File: config.mk
export PLATFORM = sky130hd
export DESIGN_NAME = clkwake_ctrl
export DESIGN_NICKNAME = d
export VERILOG_FILES = /design/src/rtl/clkwake_pkg.sv /design/src/rtl/cw_ctrl_reg.sv /design/src/rtl/cw_rate_gen.sv /design/src/rtl/cw_wake_det.sv /design/src/rtl/clkwake_ctrl.sv
export SDC_FILE = /design/constraint.sdc
export NUM_CORES = 1
export LEC_CHECK = 0
export BUFFER_PORTS_ARGS = -buffer_cell sky130_fd_sc_hd__buf_2
export CORE_ASPECT_RATIO = 0.8
export CORE_MARGIN = 3
export CORE_UTILIZATION = 50
export DETAILED_ROUTE_END_ITERATION = 7
export HOLD_SLACK_MARGIN = 0.15
export PLACE_DENSITY = 0.69
export SLEW_MARGIN = 15
export SYNTH_ARGS = -nofsm -noshare
export SYNTH_HDL_FRONTEND = slang
export SYNTH_SLANG_ARGS = --single-unit
File: constraint.sdc
create_clock -name clk -period 4.55 [get_ports clk]
set_clock_uncertainty 0.15 [all_clocks]
set_input_delay 0.91 -clock clk [delete_from_list [all_inputs] [get_ports clk]]
set_output_delay 0.91 -clock clk [all_outputs]
set_load 0.01 [all_outputs]
File: src/rtl/clkwake_pkg.sv
`timescale 1ns/1ps
package clkwake_pkg;

  typedef struct packed {
    logic [7:0] div;
    logic       pol;
    logic [1:0] wsrc;
    logic [1:0] csel;
    logic       byp;
    logic       vco_stop;
    logic       osc_stop;
  } clk_ctl_t;

  typedef enum logic [1:0] {SRC_XTAL, SRC_PLL, SRC_EXT, SRC_OFF} clk_src_e;

  function automatic clk_src_e pick_src(input clk_ctl_t c);
    if (c.byp) return (c.osc_stop || c.vco_stop) ? SRC_OFF : SRC_PLL;
    return c.osc_stop ? SRC_EXT : SRC_XTAL;
  endfunction

endpackage

File: src/rtl/cw_ctrl_reg.sv
`timescale 1ns/1ps
module cw_ctrl_reg
  import clkwake_pkg::*;
#(
  parameter int DIV_MIN = 1,
  parameter int DIV_MAX = 156
) (
  input  logic        clk,
  input  logic        rst_n,
  input  logic        wr_en,
  input  logic [15:0] wr_data,
  input  logic        wake_hit,
  input  logic        locked,
  output clk_ctl_t    ctl
);
  localparam logic [7:0] DMIN = 8'(DIV_MIN);
  localparam logic [7:0] DMAX = 8'(DIV_MAX);
  localparam clk_ctl_t CTL_RST = '{div: DMIN, pol: 1'b0, wsrc: 2'b00,
                                   csel: 2'b00, byp: 1'b0, vco_stop: 1'b0,
                                   osc_stop: 1'b0};

  clk_ctl_t ctl_q, ctl_d;
  logic [7:0] wdiv;

  always_comb begin
    wdiv  = wr_data[15:8];
    ctl_d = ctl_q;
    if (wake_hit) begin
      ctl_d.csel     = 2'b00;
      ctl_d.byp      = 1'b0;
      ctl_d.vco_stop = 1'b0;
      ctl_d.osc_stop = 1'b0;
    end else if (wr_en && !locked) begin
      ctl_d = clk_ctl_t'(wr_data);
      if (wdiv < DMIN)      ctl_d.div = DMIN;
      else if (wdiv > DMAX) ctl_d.div = DMAX;
    end
  end

  always_ff @(posedge clk or negedge rst_n) begin
    if (!rst_n) ctl_q <= CTL_RST;
    else        ctl_q <= ctl_d;
  end

  assign ctl = ctl_q;
endmodule

File: src/rtl/cw_rate_gen.sv
`timescale 1ns/1ps
module cw_rate_gen
  import clkwake_pkg::*;
#(
  parameter int XTAL_CYC = 1024
) (
  input  logic     clk,
  input  logic     rst_n,
  input  clk_ctl_t ctl,
  input  logic     ext_tick,
  output logic     core_ce
);
  localparam int XW = $clog2(XTAL_CYC);
  localparam int AW = $clog2(XTAL_CYC + 1024) + 1;
  localparam logic [XW-1:0] X_LAST = XW'(XTAL_CYC - 1);
  localparam logic [XW-1:0] X_HALF = XW'(XTAL_CYC / 2 - 1);
  localparam logic [AW-1:0] A_WRAP = AW'(XTAL_CYC);

  logic [XW-1:0] xcnt_q, xcnt_d;
  logic [AW-1:0] acc_q, acc_d, acc_sum;
  logic [1:0]    dcnt_q, dcnt_d;
  logic osc_run, vco_run, xtal_tick, x2_tick, vco_tick;
  clk_src_e src;

  always_comb begin
    osc_run   = !ctl.osc_stop;
    vco_run   = osc_run && !ctl.vco_stop;
    xtal_tick = osc_run && (xcnt_q == X_LAST);
    x2_tick   = osc_run && ((xcnt_q == X_LAST) || (xcnt_q == X_HALF));
    acc_sum   = acc_q + AW'({ctl.div, 2'b00});
    vco_tick  = vco_run && (acc_sum >= A_WRAP);

    xcnt_d = xcnt_q;
    if (osc_run) xcnt_d = (xcnt_q == X_LAST) ? '0 : xcnt_q + 1'b1;
    acc_d = acc_q;
    if (vco_run) acc_d = vco_tick ? acc_sum - A_WRAP : acc_sum;
    dcnt_d = vco_tick ? dcnt_q + 2'd1 : dcnt_q;

    src = pick_src(ctl);
    unique case (src)
      SRC_XTAL: core_ce = xtal_tick;
      SRC_EXT:  core_ce = ext_tick;
      SRC_PLL: begin
        unique case (ctl.csel)
          2'b00:   core_ce = vco_tick;
          2'b01:   core_ce = vco_tick && dcnt_q[0];
          2'b10:   core_ce = vco_tick && (&dcnt_q);
          default: core_ce = x2_tick;
        endcase
      end
      default:  core_ce = 1'b0;
    endcase
  end

  always_ff @(posedge clk or negedge rst_n) begin
    if (!rst_n) begin
      xcnt_q <= '0;
      acc_q  <= '0;
      dcnt_q <= '0;
    end else begin
      xcnt_q <= xcnt_d;
      acc_q  <= acc_d;
      dcnt_q <= dcnt_d;
    end
  end
endmodule

File: src/rtl/cw_wake_det.sv
`timescale 1ns/1ps
module cw_wake_det #(
  parameter int NPIN = 3
) (
  input  logic            clk,
  input  logic            rst_n,
  input  logic [NPIN-1:0] pins,
  input  logic            pol,
  input  logic [1:0]      wsrc,
  input  logic            armed,
  output logic            wake_hit
);
  logic [NPIN-1:0] hit_vec, mask;

  for (genvar g = 0; g < NPIN; g++) begin : g_pin
    logic [2:0] sh_q, sh_d;
    always_comb sh_d = {sh_q[1:0], pins[g]};
    always_ff @(posedge clk or negedge rst_n) begin
      if (!rst_n) sh_q <= '0;
      else        sh_q <= sh_d;
    end
    assign hit_vec[g] = (sh_q[1] == pol) && (sh_q[2] != pol);
  end

  always_comb begin
    mask     = (wsrc == 2'b11) ? '1 : (NPIN'(1) << wsrc);
    wake_hit = armed && |(hit_vec & mask);
  end
endmodule

File: src/rtl/clkwake_ctrl.sv
`timescale 1ns/1ps
module clkwake_ctrl
  import clkwake_pkg::*;
#(
  parameter int XTAL_CYC = 1024,
  parameter int DIV_MIN  = 1,
  parameter int DIV_MAX  = 156,
  parameter int RST_CYC  = 4,
  parameter int NPIN     = 3
) (
  input  logic            clk,
  input  logic            rst_n,
  input  logic            wr_en,
  input  logic [15:0]     wr_data,
  input  logic            ext_tick,
  input  logic [NPIN-1:0] wake_pins,
  output logic [15:0]     rd_data,
  output logic            core_ce,
  output logic            core_rst,
  output logic            asleep
);
  localparam int RW = $clog2(RST_CYC + 1);
  localparam logic [RW-1:0] R_DONE = RW'(RST_CYC);

  clk_ctl_t ctl;
  logic wake_hit;
  logic [RW-1:0] rcnt_q, rcnt_d;

  assign asleep = (pick_src(ctl) == SRC_OFF);

  cw_ctrl_reg #(.DIV_MIN(DIV_MIN), .DIV_MAX(DIV_MAX)) u_reg (
    .clk(clk), .rst_n(rst_n), .wr_en(wr_en), .wr_data(wr_data),
    .wake_hit(wake_hit), .locked(asleep), .ctl(ctl));

  cw_rate_gen #(.XTAL_CYC(XTAL_CYC)) u_rate (
    .clk(clk), .rst_n(rst_n), .ctl(ctl), .ext_tick(ext_tick),
    .core_ce(core_ce));

  cw_wake_det #(.NPIN(NPIN)) u_wake (
    .clk(clk), .rst_n(rst_n), .pins(wake_pins), .pol(ctl.pol),
    .wsrc(ctl.wsrc), .armed(asleep), .wake_hit(wake_hit));

  always_comb begin
    core_rst = (rcnt_q != R_DONE);
    rcnt_d   = rcnt_q;
    if (wake_hit)                  rcnt_d = '0;
    else if (core_rst && core_ce)  rcnt_d = rcnt_q + 1'b1;
  end

  always_ff @(posedge clk or negedge rst_n) begin
    if (!rst_n) rcnt_q <= '0;
    else        rcnt_q <= rcnt_d;
  end

  assign rd_data = ctl;
endmodule

; After elaboration in Yosys (flattened, before gate mapping)
; Cells that the tools add are included.
; W data, S select, Z words.
[totals]
regBits = 52
in_bits = 23
[op_classes]
add_sub_neg = 5
n_lt_le_gt_ge = 3
eq_ne = 15
shifts = 1
mux = 16
n_bitwise = 2
reduce_logical = 24
[ops]
columns = cell, n
row1 = $mux W8, 2
row2 = $add A12 B10 Y12, 1
row3 = $ge A12 B11 Y1 const B, 1
row4 = $logic_and A1 B1 Y1, 12
row5 = $mux W12, 1
row6 = $sub A12 B11 Y12 const B, 1
row7 = $add A10 B1 Y10 const B, 1
row8 = $eq A10 B10 Y1 const B, 1
row9 = $eq A10 B9 Y1 const B, 1
row10 = $mux W10, 1
row11 = $mux W5, 2
row12 = $mux W3, 3
row13 = $eq A2 B2 Y1 const B, 4
row14 = $gt A8 B8 Y1 const B, 1
row15 = $lt A8 B1 Y1 const B, 1
row16 = $mux W2, 4
row17 = $pmux W1 S3, 2
row18 = $eq A2 B1 Y1 const B, 2
row19 = $logic_not A2 Y1, 2
row20 = $reduce_and A2 Y1, 2
row21 = $reduce_bool A2 Y1, 2
row22 = $add A3 B1 Y3 const B, 1
row23 = $and A3 B3 Y3, 1
row24 = $eq A1 B1 Y1, 3
row25 = other kinds (9), 14

; Logic depth before layout (Yosys ltp)
; Gate-level depths: netlist (run 1).
[logic_depth]
word_depth = 9
mapped_depth = 15

; Modules after synthesis
; From an unflattened synthesis (run 1), not the netlist that was laid out.
[hier_totals]
hier_cells = 278
area_unflattened_um2 = 2905.3
[by_module_without_submodules]
columns = mod, instances, cells_each, area_per_inst_um2, seq_area_each_um2
row1 = cw_rate_gen, 1, 178, 1656.6, 550.5
row2 = cw_ctrl_reg, 1, 55, 689.4, 401.6
row3 = cw_wake_det, 1, 26, 361.6, 225.2
row4 = clkwake_ctrl, 1, 19, 197.7, 75.1

; Worst setup path after synthesis (run 1)
; No wires, ideal clock.
[synth_timing]
kind = flip-flop to output port
start = register u_reg.ctl_q (netlist bit u_reg.ctl[8])
end = output core_ce
t_arrival_ps = 2731
t_required_ps = 3490
setup_slack_ps = 759
stages_incl_launch_ff = 12
path_buffers = 0
path_cell_list = dfstp_2 > ha_1 > inv_1 > fa_1 > nor2b_1 > o21a_1 > a311oi_2 > a21oi_1 > xnor2_1 > ha_1 > o41ai_4 > o21a_1
[synth_via]
elab_chain_cells = 6
elab_cells_between_ends = 7
[synth_rtl]
columns = element, line
row1 = from (decl), cw_ctrl_reg.sv:22  ; clk_ctl_t ctl_q, ctl_d;
row2 = from (signal assigned), cw_ctrl_reg.sv:42  ; else ctl_q <= ctl_d;
row3 = $add A12 B10 Y12 (*), cw_rate_gen.sv:30  ; acc_sum = acc_q + AW'({ctl.div, 2'b00});
row4 = $ge A12 B11 Y1 (*), cw_rate_gen.sv:31  ; vco_tick = vco_run && (acc_sum >= A_WRAP);
row5 = $logic_and A1 B1 Y1 (*), cw_rate_gen.sv:31
row6 = $logic_and A1 B1 Y1 (on tied branches), "cw_rate_gen.sv:47, cw_rate_gen.sv:46"
row7 = $pmux W1 S3 (*), cw_rate_gen.sv:44  ; unique case (ctl.csel)
row8 = $pmux W1 S3 (*), cw_rate_gen.sv:40  ; unique case (src)
row9 = to (decl), clkwake_ctrl.sv:18  ; output logic core_ce,
; Every way passes the cells marked *; elsewhere a longest branch is shown, timed or not.

; Worst setup path after layout (run 1)
; Same ends and word-level chain as after synthesis.

==> metrics.md, run 1 <==
| Metric | Value |
|---|---|
| CTS tree | yes |
| Core outline area | 5500 um2 |
| Clock root buffer | clkbuf_8 |
| Crit share post-route | 95.2% |
| Initial Util | 52.3% |
| DIE AREA | 6700 um2 |
| Critical path capture point type | output port |
| Placed wire-length estimate | 4330 um |
| Slew Viols, Final | 0 |
| ANT nets after route | 0 |
| Internal power | 1330 uW |
| Clock power frac | 13.6% |
| Die Width | 90.7 um |
| Async set or reset register ratio after synthesis | 100% |
| Syn Inst Count | 296 |
| Worst r2r path cells | 13 |
| Routed vias/inst | 5.36 |
| Chip Height | 73.8 um |
| Clock Latency Late Sink | 0.31 ns |
| Nets | 380 |
| Final Setup Violations | 0 |
| RSZ-0062 raised after global routing | false |
| NetSw | 1010 uW |
| Sw Ratio | 43.2% |
| Kind of critical path | reg2out |
| Cell variety after synth | 58 |
| Final min period | 4.33 ns |
| Critical Path RT | 3.49 ns |
| I/O pins | 42 |
| Setup slack after layout | 0.217 ns |
| Via count | 2230 |
| First-pass GRT wire length | 9750 um |
| Finished Cell Area | 3260 um2 |
| N_diodes | 0 |
| YS warnings | 0 |
| GPL Wtd Cong | 0.839 |
| Hold violation count in the final report | 0 |
| Vias in the first global route | 2097 |
| Hold WS | 0.206 ns |
| Cell row count | 24 |
| Total gr overflow | 0 |
| Status | finished, final reports clean |
| Post-Syn Area | 2870 um2 |
| Worst hold-check path type | reg2reg |
| Count of buffers from port buffering | 41 |
| Final wirelength | 5790 um |
| Sequential Power Share | 33.4% |
| Fin Setup TNS | 0 ns |
| Worst vdd rail ir drop | 0.000380 V |
| Rel. slew slack | 49.2% |
| Clk sink count | 50 |
| Pin count of the biggest net entering global routing | 51 |
| Startpoint Class | register |
| Max-cap viol count | 0 |
| Least-Margin Pin Slew | 0.762 ns |
| Layout cells sized above 1 | 20.7% |
| Comb power frac | 53.0% |
| Remaining DRCs | 0 |
| CTS clk-pin slew, worst paths | 0.10 ns |
| Placement-stage cell area | 3130 um2 |
| Number of synthesized register bits | 50 |
| 1st-iter DRT viols | 102 |
| Commonest cells after routing, fill and taps aside | dfrtp_1 (49), nand2_1 (43), buf_2 (41), nor2_1 (23), o21ai_0 (19) |
| CTS max path bufs | 2 |
| Sequential share of the synthesized area | 43.6% |
| P&R area growth vs syn | 13.6% |
| Worst Hold Depth | 0 |
| Initial antenna violation count | 0 |
| Mapped Nets | 339 |
| Total GRT Usage | 18.4% |
| Arrival @ worst endpoint | 3.27 ns |
| H-tree depth | 2 |
| Post-synth EDFFs | 0 |
| Cell Pwr Density | 717 nW/um2 |
| Commonest non-fill, non-tap cell in the layout | dfrtp_1 |
| CP max FO | 12 |
| Leak | 0.00150 uW |
| Pre-antenna DRT Iters | 4 |
| Cts bufs inserted | 5 |
| Top FF cell, synth | dfrtp_1 |
| Mean post-synth cell area | 9.71 um2 |
| Fmax | 0.231 GHz |
| Post-place setup slack | 0.372 ns |
| Drt wl/cell | 13.9 um |
| Hold_buf cts | 0 |
-- timing repair --
action                     CTS  global route
setup buffers                0             2
resized for setup            0             2
setup endpoints to repair    1             1
hold endpoints to repair     0             0
pin swaps                    1             1
-- layer usage --
layer,part of all wire (%),global-route usage (%)
met2,45,29.5
met4,1.6,7.13
met1,49,24.6
met3,3.7,3.89
met5,0,0
-- area by class of cell --
| cell class | instances | area [um2] |
|---|---|---|
| Fill cell | 522 | 2230 |
| Tap cell | 78 | 97.6 |
| Sequential cell | 50 | 1250 |
| Multi-Input combinational cell | 221 | 1520 |
| Timing Repair Buffer | 44 | 228 |
| Clock buffer | 5 | 68.8 |
| Clock inverter | 3 | 45.0 |
| Inverter | 15 | 56.3 |
-- synth_stat cells (6+ instances only) --
library cell,instances,area (um2)
ha_1,19,238
o21a_1,8,60.1
inv_1,15,56.3
xnor2_1,8,70.1
nand2_1,43,161
xor2_1,6,52.6
clkbuf_1,6,22.5
nor2b_1,6,37.5
a21oi_1,10,50.1
o21ai_0,19,95.1
dfrtp_1,49,1230
nor2_1,23,86.3
-- worst max-delay path, cell delays in order (launching register included) --
cell and delay (ns):
dfstp_2 0.56, ha_1 0.18, inv_1 0.07, fa_1 0.40, nor2b_1 0.17, o21a_1 0.17
a311oi_2 0.16, a21oi_2 0.21, xnor2_1 0.09, ha_2 0.26, o41ai_4 0.43, o21a_1 0.15
buf_2 0.12
-- path summary, 6_finish.rpt --
path                                                         from                                end  slack [ns]
worst max-delay path                     u_reg.ctl[8]$_DFFE_PN1P_                            core_ce        0.22
worst min-delay path            u_wake.g_pin[0].sh_q[0]$_DFF_PN0_  u_wake.g_pin[0].sh_q[1]$_DFF_PN0_        0.21
worst max register to register           u_reg.ctl[8]$_DFFE_PN1P_              rcnt_q[1]$_DFFE_PN0P_        1.00
worst min register to register  u_wake.g_pin[0].sh_q[0]$_DFF_PN0_  u_wake.g_pin[0].sh_q[1]$_DFF_PN0_        0.21
max in group asynchronous                                   rst_n        u_rate.acc_q[2]$_DFFE_PN0P_        3.30
min in group asynchronous                                   rst_n       u_rate.xcnt_q[0]$_DFFE_PN0N_        0.54
-- state kept, by name (all words and copies together), names as in the netlist --
register,count
u_rate.acc_q,10
rcnt_q,3
u_wake.g_pin.sh_q,9
u_rate.xcnt_q,10
u_reg.ctl,16
u_rate.dcnt_q,2
-- metrics by stage --
stage	utilization, %	total power [uW]	instances
after floorplan	-	1720	296
after global placement	56.9	1970	406
after detailed placement	56.9	2010	406
after CTS	59.0	2330	414
after global routing	59.4	2570	416
final	59.4	2340	416
-- power by group through the flow --
stage | Clock, uW | Sequential (uW) | Combinational (uW)
3_3_place_gp | 0 | 779 | 1190
5_1_grt | 348 | 814 | 1410
4_1_cts | 330 | 782 | 1220
2_1_floorplan | 0 | 770 | 947
6_report | 319 | 781 | 1240
3_5_place_dp | 0 | 790 | 1220
-- cell families (layout without fill, tap and decap cells) --
kind of cell | count (synthesis) | after routing | synth area share, %
adders and majority gates | 20 | 20 | 8.97
buffers and inverters | 25 | 67 | 3.83
xor gates and xnor gates | 14 | 14 | 4.27
and+or+nand+nor | 110 | 110 | 18.9
DFF | 50 | 50 | 43.6
AOI/OAI and AO/OA | 72 | 72 | 18.4
muxes | 5 | 5 | 2.05
Note: power is estimated with default switching activity, not from simulation.
==> inputs of run 2 (changes only) <==
--- a/config.mk
+++ b/config.mk
@@ -12,6 +12,7 @@
 export DETAILED_ROUTE_END_ITERATION = 7
 export HOLD_SLACK_MARGIN = 0.15
 export PLACE_DENSITY = 0.69
+export REMOVE_ABC_BUFFERS = 1
 export SLEW_MARGIN = 15
 export SYNTH_ARGS = -nofsm -noshare
 export SYNTH_HDL_FRONTEND = slang
==> metrics.md, run 2 (synthesized netlist as in run 1, its figures left out) <==
| Metric | Value |
|---|---|
| Leak | 0.00151 uW |
| Clock Latency Late Sink | 0.30 ns |
| Clock root buffer | clkbuf_8 |
| Worst hold-check path type | reg2reg |
| Max-cap viol count | 0 |
| Cell Pwr Density | 730 nW/um2 |
| Clk sink count | 50 |
| Nets | 379 |
| Count of buffers from port buffering | 41 |
| 1st-iter DRT viols | 91 |
| Max FFs per register | 16 |
| CTS max path bufs | 2 |
| Final Setup Violations | 0 |
| Routed vias/inst | 5.34 |
| Total GRT Usage | 18.3% |
| GPL Wtd Cong | 0.801 |
| Commonest non-fill, non-tap cell in the layout | dfrtp_1 |
| Pin count of the biggest net entering global routing | 51 |
| Crit-path cells | ha_1 -> inv_1 -> fa_1 -> nor2b_2 -> o21a_1 -> a311oi_2 -> a21oi_2 -> xnor2_1 -> ha_2 -> o41ai_4 -> o21a_1 -> buf_2 |
| ANT nets after route | 0 |
| Final wirelength | 5740 um |
| Critical path capture point type | output port |
| Slew Viols, Final | 0 |
| Final min period | 4.32 ns |
| Total gr overflow | 0 |
| Kind of critical path | reg2out |
| Drt wl/cell | 13.8 um |
| CTS clk-pin slew, worst paths | 0.09 ns |
| Worst Hold Depth | 0 |
| Die Width | 90.7 um |
| Worst vdd rail ir drop | 0.000341 V |
| Status | finished, final reports clean |
| Arrival @ worst endpoint | 3.26 ns |
| Buf+Inv Stages, Crit Path | 2 |
| CP max FO | 12 |
| Commonest cells after routing, fill and taps aside | dfrtp_1 (49), nand2_1 (43), buf_2 (41), nor2_1 (23), o21ai_0 (19) |
| Hold violation count in the final report | 0 |
| Fmax | 0.232 GHz |
| Startpoint Class | register |
| Critical Path Max Stage Delay | 0.56 ns |
| Crit share post-route | 94.8% |
| Placed wire-length estimate | 4280 um |
| Setup slack after layout | 0.235 ns |
| I/O pins | 42 |
| First-pass GRT wire length | 9930 um |
| Final core area utilization | 59.7% |
| Worst reg2reg path startpoint | u_reg.ctl[8]$_DFFE_PN1P_ |
| DIE AREA | 6700 um2 |
| Via count | 2216 |
| Most used cell along the critical path | o21a_1 |
| Post-place setup slack | 0.347 ns |
| Filler cell count | 482 |
| Cell row count | 24 |
| Reg2reg setup slack | 1.15 ns |
| P&R area growth vs syn | 14.3% |
| Layout cells sized above 1 | 20.8% |
| Critical path depth in cells | 12 |
| Core outline area | 5500 um2 |
| Least-Margin Pin Slew | 0.792 ns |
| Initial antenna violation count | 0 |
| Worst r2r path cells | 12 |
| Min-delay src | u_wake.g_pin[2].sh_q[0]$_DFF_PN0_ |
| CTS tree | yes |
| Critical path's slowest cell | dfstp_2 |
| Hold endpoint | u_wake.g_pin[2].sh_q[1]$_DFF_PN0_ |
| Cts bufs inserted | 5 |
| Rel. slew slack | 47.2% |
| Critical Path RT | 3.49 ns |
| Chip Height | 73.8 um |
| Vias in the first global route | 2141 |
| R2r endpoint | rcnt_q[1]$_DFFE_PN0P_ |
| N_diodes | 0 |
| Pre-antenna DRT Iters | 4 |
| Initial Util | 52.3% |
| H-tree depth | 2 |
| Remaining DRCs | 0 |
| Crit-path leading delay family | compound AO/OA/AOI/OAI gates |
## run 2: metal layers
layer  GRT usage [%]  wire length [um]  up-vias
li1                -                 -     1123
met1            25.6              2920     1044
met2            29.6              2560       45
met3            3.79               231        4
met4            3.74                35        0
met5               0                 0        -
## run 2: layout make-up
cell class / instances / area [um2] / share of cell area [%]
repair buffers: 43 / 220 / 6.71
flip-flops and latches: 50 / 1250 / 38.1
multi-input cells: 221 / 1520 / 46.3
inverters: 15 / 56.3 / 1.71
well taps: 78 / 97.6 / 2.97
clock buffers: 5 / 68.8 / 2.10
clock inverters: 3 / 68.8 / 2.10
## run 2: per-stage QoR
step                      total power (uW)  setup TNS, ns  area [um2]  hold slack [ns]  cells
final                                 2400              0        3280            0.205    415
after global routing                  2630        -0.0285        3280            0.228    415
after CTS                             2390              0        3270            0.207    414
after detailed placement              2010              0        3130            0.185    406
after global placement                1980              0        3130            0.182    406
after floorplan                       1680              0        2820            0.181    286
## run 2: how the worst max path moves through the flow
stage                                   startpoint  slack [ns]       to
after global routing      u_reg.ctl[8]$_DFFE_PN1P_       -0.03  core_ce
after CTS                 u_reg.ctl[8]$_DFFE_PN1P_        0.13  core_ce
after floorplan           u_reg.ctl[8]$_DFFE_PN1P_        0.66  core_ce
final                     u_reg.ctl[8]$_DFFE_PN1P_        0.23  core_ce
after global placement    u_reg.ctl[8]$_DFFE_PN1P_        0.47  core_ce
after detailed placement  u_reg.ctl[8]$_DFFE_PN1P_        0.35  core_ce
## run 2: power breakdown
part | total (uW) | internal [uW] | switching [uW]
logic | 1240 | 548 | 692
clock network | 375 | 220 | 155
registers | 783 | 617 | 166
## run 2: timing repair
action                                  in CTS  in global routing
setup buffers                                0                  1
gates resized for setup                      0                  3
endpoints found under the setup margin       1                  1
hold buffers                                 0                  0
pin swaps                                    1                  2
==> inputs of run 3 (changes only) <==
--- a/config.mk
+++ b/config.mk
@@ -6,14 +6,15 @@
 export NUM_CORES = 1
 export LEC_CHECK = 0
 export BUFFER_PORTS_ARGS = -buffer_cell sky130_fd_sc_hd__buf_2
-export CORE_ASPECT_RATIO = 0.8
+export CORE_ASPECT_RATIO = 2
 export CORE_MARGIN = 3
 export CORE_UTILIZATION = 50
 export DETAILED_ROUTE_END_ITERATION = 7
 export HOLD_SLACK_MARGIN = 0.15
 export PLACE_DENSITY = 0.69
 export REMOVE_ABC_BUFFERS = 1
-export SLEW_MARGIN = 15
+export SLEW_MARGIN = 0
 export SYNTH_ARGS = -nofsm -noshare
 export SYNTH_HDL_FRONTEND = slang
 export SYNTH_SLANG_ARGS = --single-unit
+export TNS_END_PERCENT = 10
==> metrics.md, run 3 (synthesized netlist as in run 1, its figures left out) <==
| Metric | Value |
|---|---|
| Status | finished, final reports clean |
| P&R area growth vs syn | 11.4% |
| Startpoint Class | register |
| Final Setup Violations | 0 |
| DIE AREA | 6750 um2 |
| Final min period | 4.35 ns |
| Placed wire-length estimate | 4370 um |
| RSZ-0062 raised after global routing | false |
| Critical path capture point type | output port |
| GPL Wtd Cong | 0.811 |
| N_diodes | 0 |
| Clock Latency Late Sink | 0.32 ns |
| Worst vdd rail ir drop | 0.000482 V |
| Layout cells sized above 1 | 19.6% |
| Max-cap viol count | 0 |
| CTS tree | yes |
| Pre-antenna DRT Iters | 4 |
| Hold WS | 0.206 ns |
| CP max FO | 12 |
| Area occupied by registers | 1250 um2 |
| Clock root buffer | clkbuf_8 |
| Count of buffers from port buffering | 41 |
| Commonest cells after routing, fill and taps aside | dfrtp_1 (49), nand2_1 (43), buf_2 (41), nor2_1 (23) |
| Die Width | 59.6 um |
| Crit share post-route | 95.6% |
| Cell row count | 38 |
| CTS clk-pin slew, worst paths | 0.10 ns |
| Drt wl/cell | 14.9 um |
| Fmax | 0.230 GHz |
| Remaining DRCs | 0 |
| I/O pins | 42 |
| Chip Height | 113 um |
| Total gr overflow | 0 |
| Initial antenna violation count | 0 |
| ANT nets after route | 0 |
| Vias in the first global route | 2254 |
| 1st-iter DRT viols | 118 |
| Critical Path RT | 3.49 ns |
| Initial Util | 52.1% |
| H-tree depth | 2 |
| Filler cell count | 490 |
| Nets | 378 |
| Clk sink count | 50 |
| Via count | 2267 |
| Routed vias/inst | 5.72 |
| Kind of critical path | reg2out |
| Core outline area | 5520 um2 |
| Cell Pwr Density | 713 nW/um2 |
| Least-Margin Pin Slew | 0.766 ns |
| Cts bufs inserted | 5 |
| Leak | 0.00148 uW |
| CTS max path bufs | 2 |
| Max FFs per register | 16 |
| Pin count of the biggest net entering global routing | 51 |
| Fin Setup TNS | 0 ns |
| Arrival @ worst endpoint | 3.29 ns |
| Rel. slew slack | 48.9% |
| Hold violation count in the final report | 0 |
| Final wirelength | 5900 um |
| Total GRT Usage | 19.4% |
| Commonest non-fill, non-tap cell in the layout | dfrtp_1 |
| Worst hold-check path type | reg2reg |
| Area of the multi-input gates | 1510 um2 |
| Slew Viols, Final | 0 |
| First-pass GRT wire length | 10100 um |
run 3: cell types whose count changed in the layout (fill, tap and decap cells not counted):
cell,previous run,this run
buf_4,2,1
clkinvlp_4,0,1
nor2b_2,1,0
nor2b_1,5,6
ha_2,1,0
a21oi_1,9,10
a21oi_2,1,0
ha_1,18,19
bufinv_16,2,0
inv_6,0,1
run 3: critical path, stage by stage (launching register included):
cell and delay (ns):
dfstp_2 0.55, ha_1 0.18, inv_1 0.06, fa_1 0.40, nor2b_1 0.17, o21a_1 0.16, a311oi_2 0.15, a21oi_1 0.26
xnor2_1 0.10, ha_1 0.32, o41ai_4 0.35, o21a_1 0.15, buf_2 0.12
run 3: final timing paths:
kind / from / slack, ns / end / cells past startpoint
min in group asynchronous: rst_n / 0.53 / u_rate.xcnt_q[3]$_DFFE_PN0N_ / 2
max in group asynchronous: rst_n / 3.26 / u_rate.acc_q[8]$_DFFE_PN0P_ / 2
worst min register to register: u_wake.g_pin[1].sh_q[0]$_DFF_PN0_ / 0.21 / u_wake.g_pin[1].sh_q[1]$_DFF_PN0_ / 0
worst min-delay path: u_wake.g_pin[1].sh_q[0]$_DFF_PN0_ / 0.21 / u_wake.g_pin[1].sh_q[1]$_DFF_PN0_ / 0
worst max-delay path: u_reg.ctl[8]$_DFFE_PN1P_ / 0.20 / core_ce / 12
worst max register to register: u_reg.ctl[8]$_DFFE_PN1P_ / 0.91 / u_rate.acc_q[11]$_DFFE_PN0P_ / 12
run 3: cell type report:
| class | count | share of cell area, % |
|---|---|---|
| clock buffer | 5 | 2.15 |
| tap | 60 | 2.35 |
| sequential | 50 | 39.1 |
| timing repair buffer | 42 | 6.65 |
| inverter | 15 | 1.76 |
| multi-input combinational | 221 | 47.2 |
| clock inverter | 3 | 0.782 |
run 3: stage by stage:
step | total power, uW | instances | worst slack [ns] | instance area [um2] | utilization [%]
6_report | 2280 | 396 | 0.199 | 3200 | 58.0
5_1_grt | 2510 | 396 | 0.0171 | 3200 | 58.0
4_1_cts | 2300 | 396 | 0.0732 | 3200 | 58.0
3_5_place_dp | 2010 | 388 | 0.438 | 3110 | 56.3
3_3_place_gp | 1980 | 388 | 0.472 | 3110 | 56.3
2_1_floorplan | 1680 | 286 | 0.662 | 2820 | -
run 3: report_power, final:
part	leakage [uW]	switching, uW	internal [uW]
registers	0.000609	161	616
clock network	0.0000447	164	111
logic	0.000829	694	534
total	0.00148	1020	1260
run 3: layer usage:
| layer | part of all wire (%) | up-vias | track usage (%) |
|---|---|---|---|
| li1 | - | 1118 | - |
| met1 | 39 | 1090 | 21.6 |
| met2 | 55 | 53 | 35.0 |
| met3 | 4.4 | 6 | 3.88 |
| met4 | 1.7 | 0 | 6.80 |
| met5 | 0 | - | 0 |
run 3: repair_timing:
action | 4_1_cts | 5_1_grt
hold buffers | 0 | 0
endpoints found under the setup margin | 0 | 1
gates resized for setup | 0 | 0
buffers inserted | 0 | 0
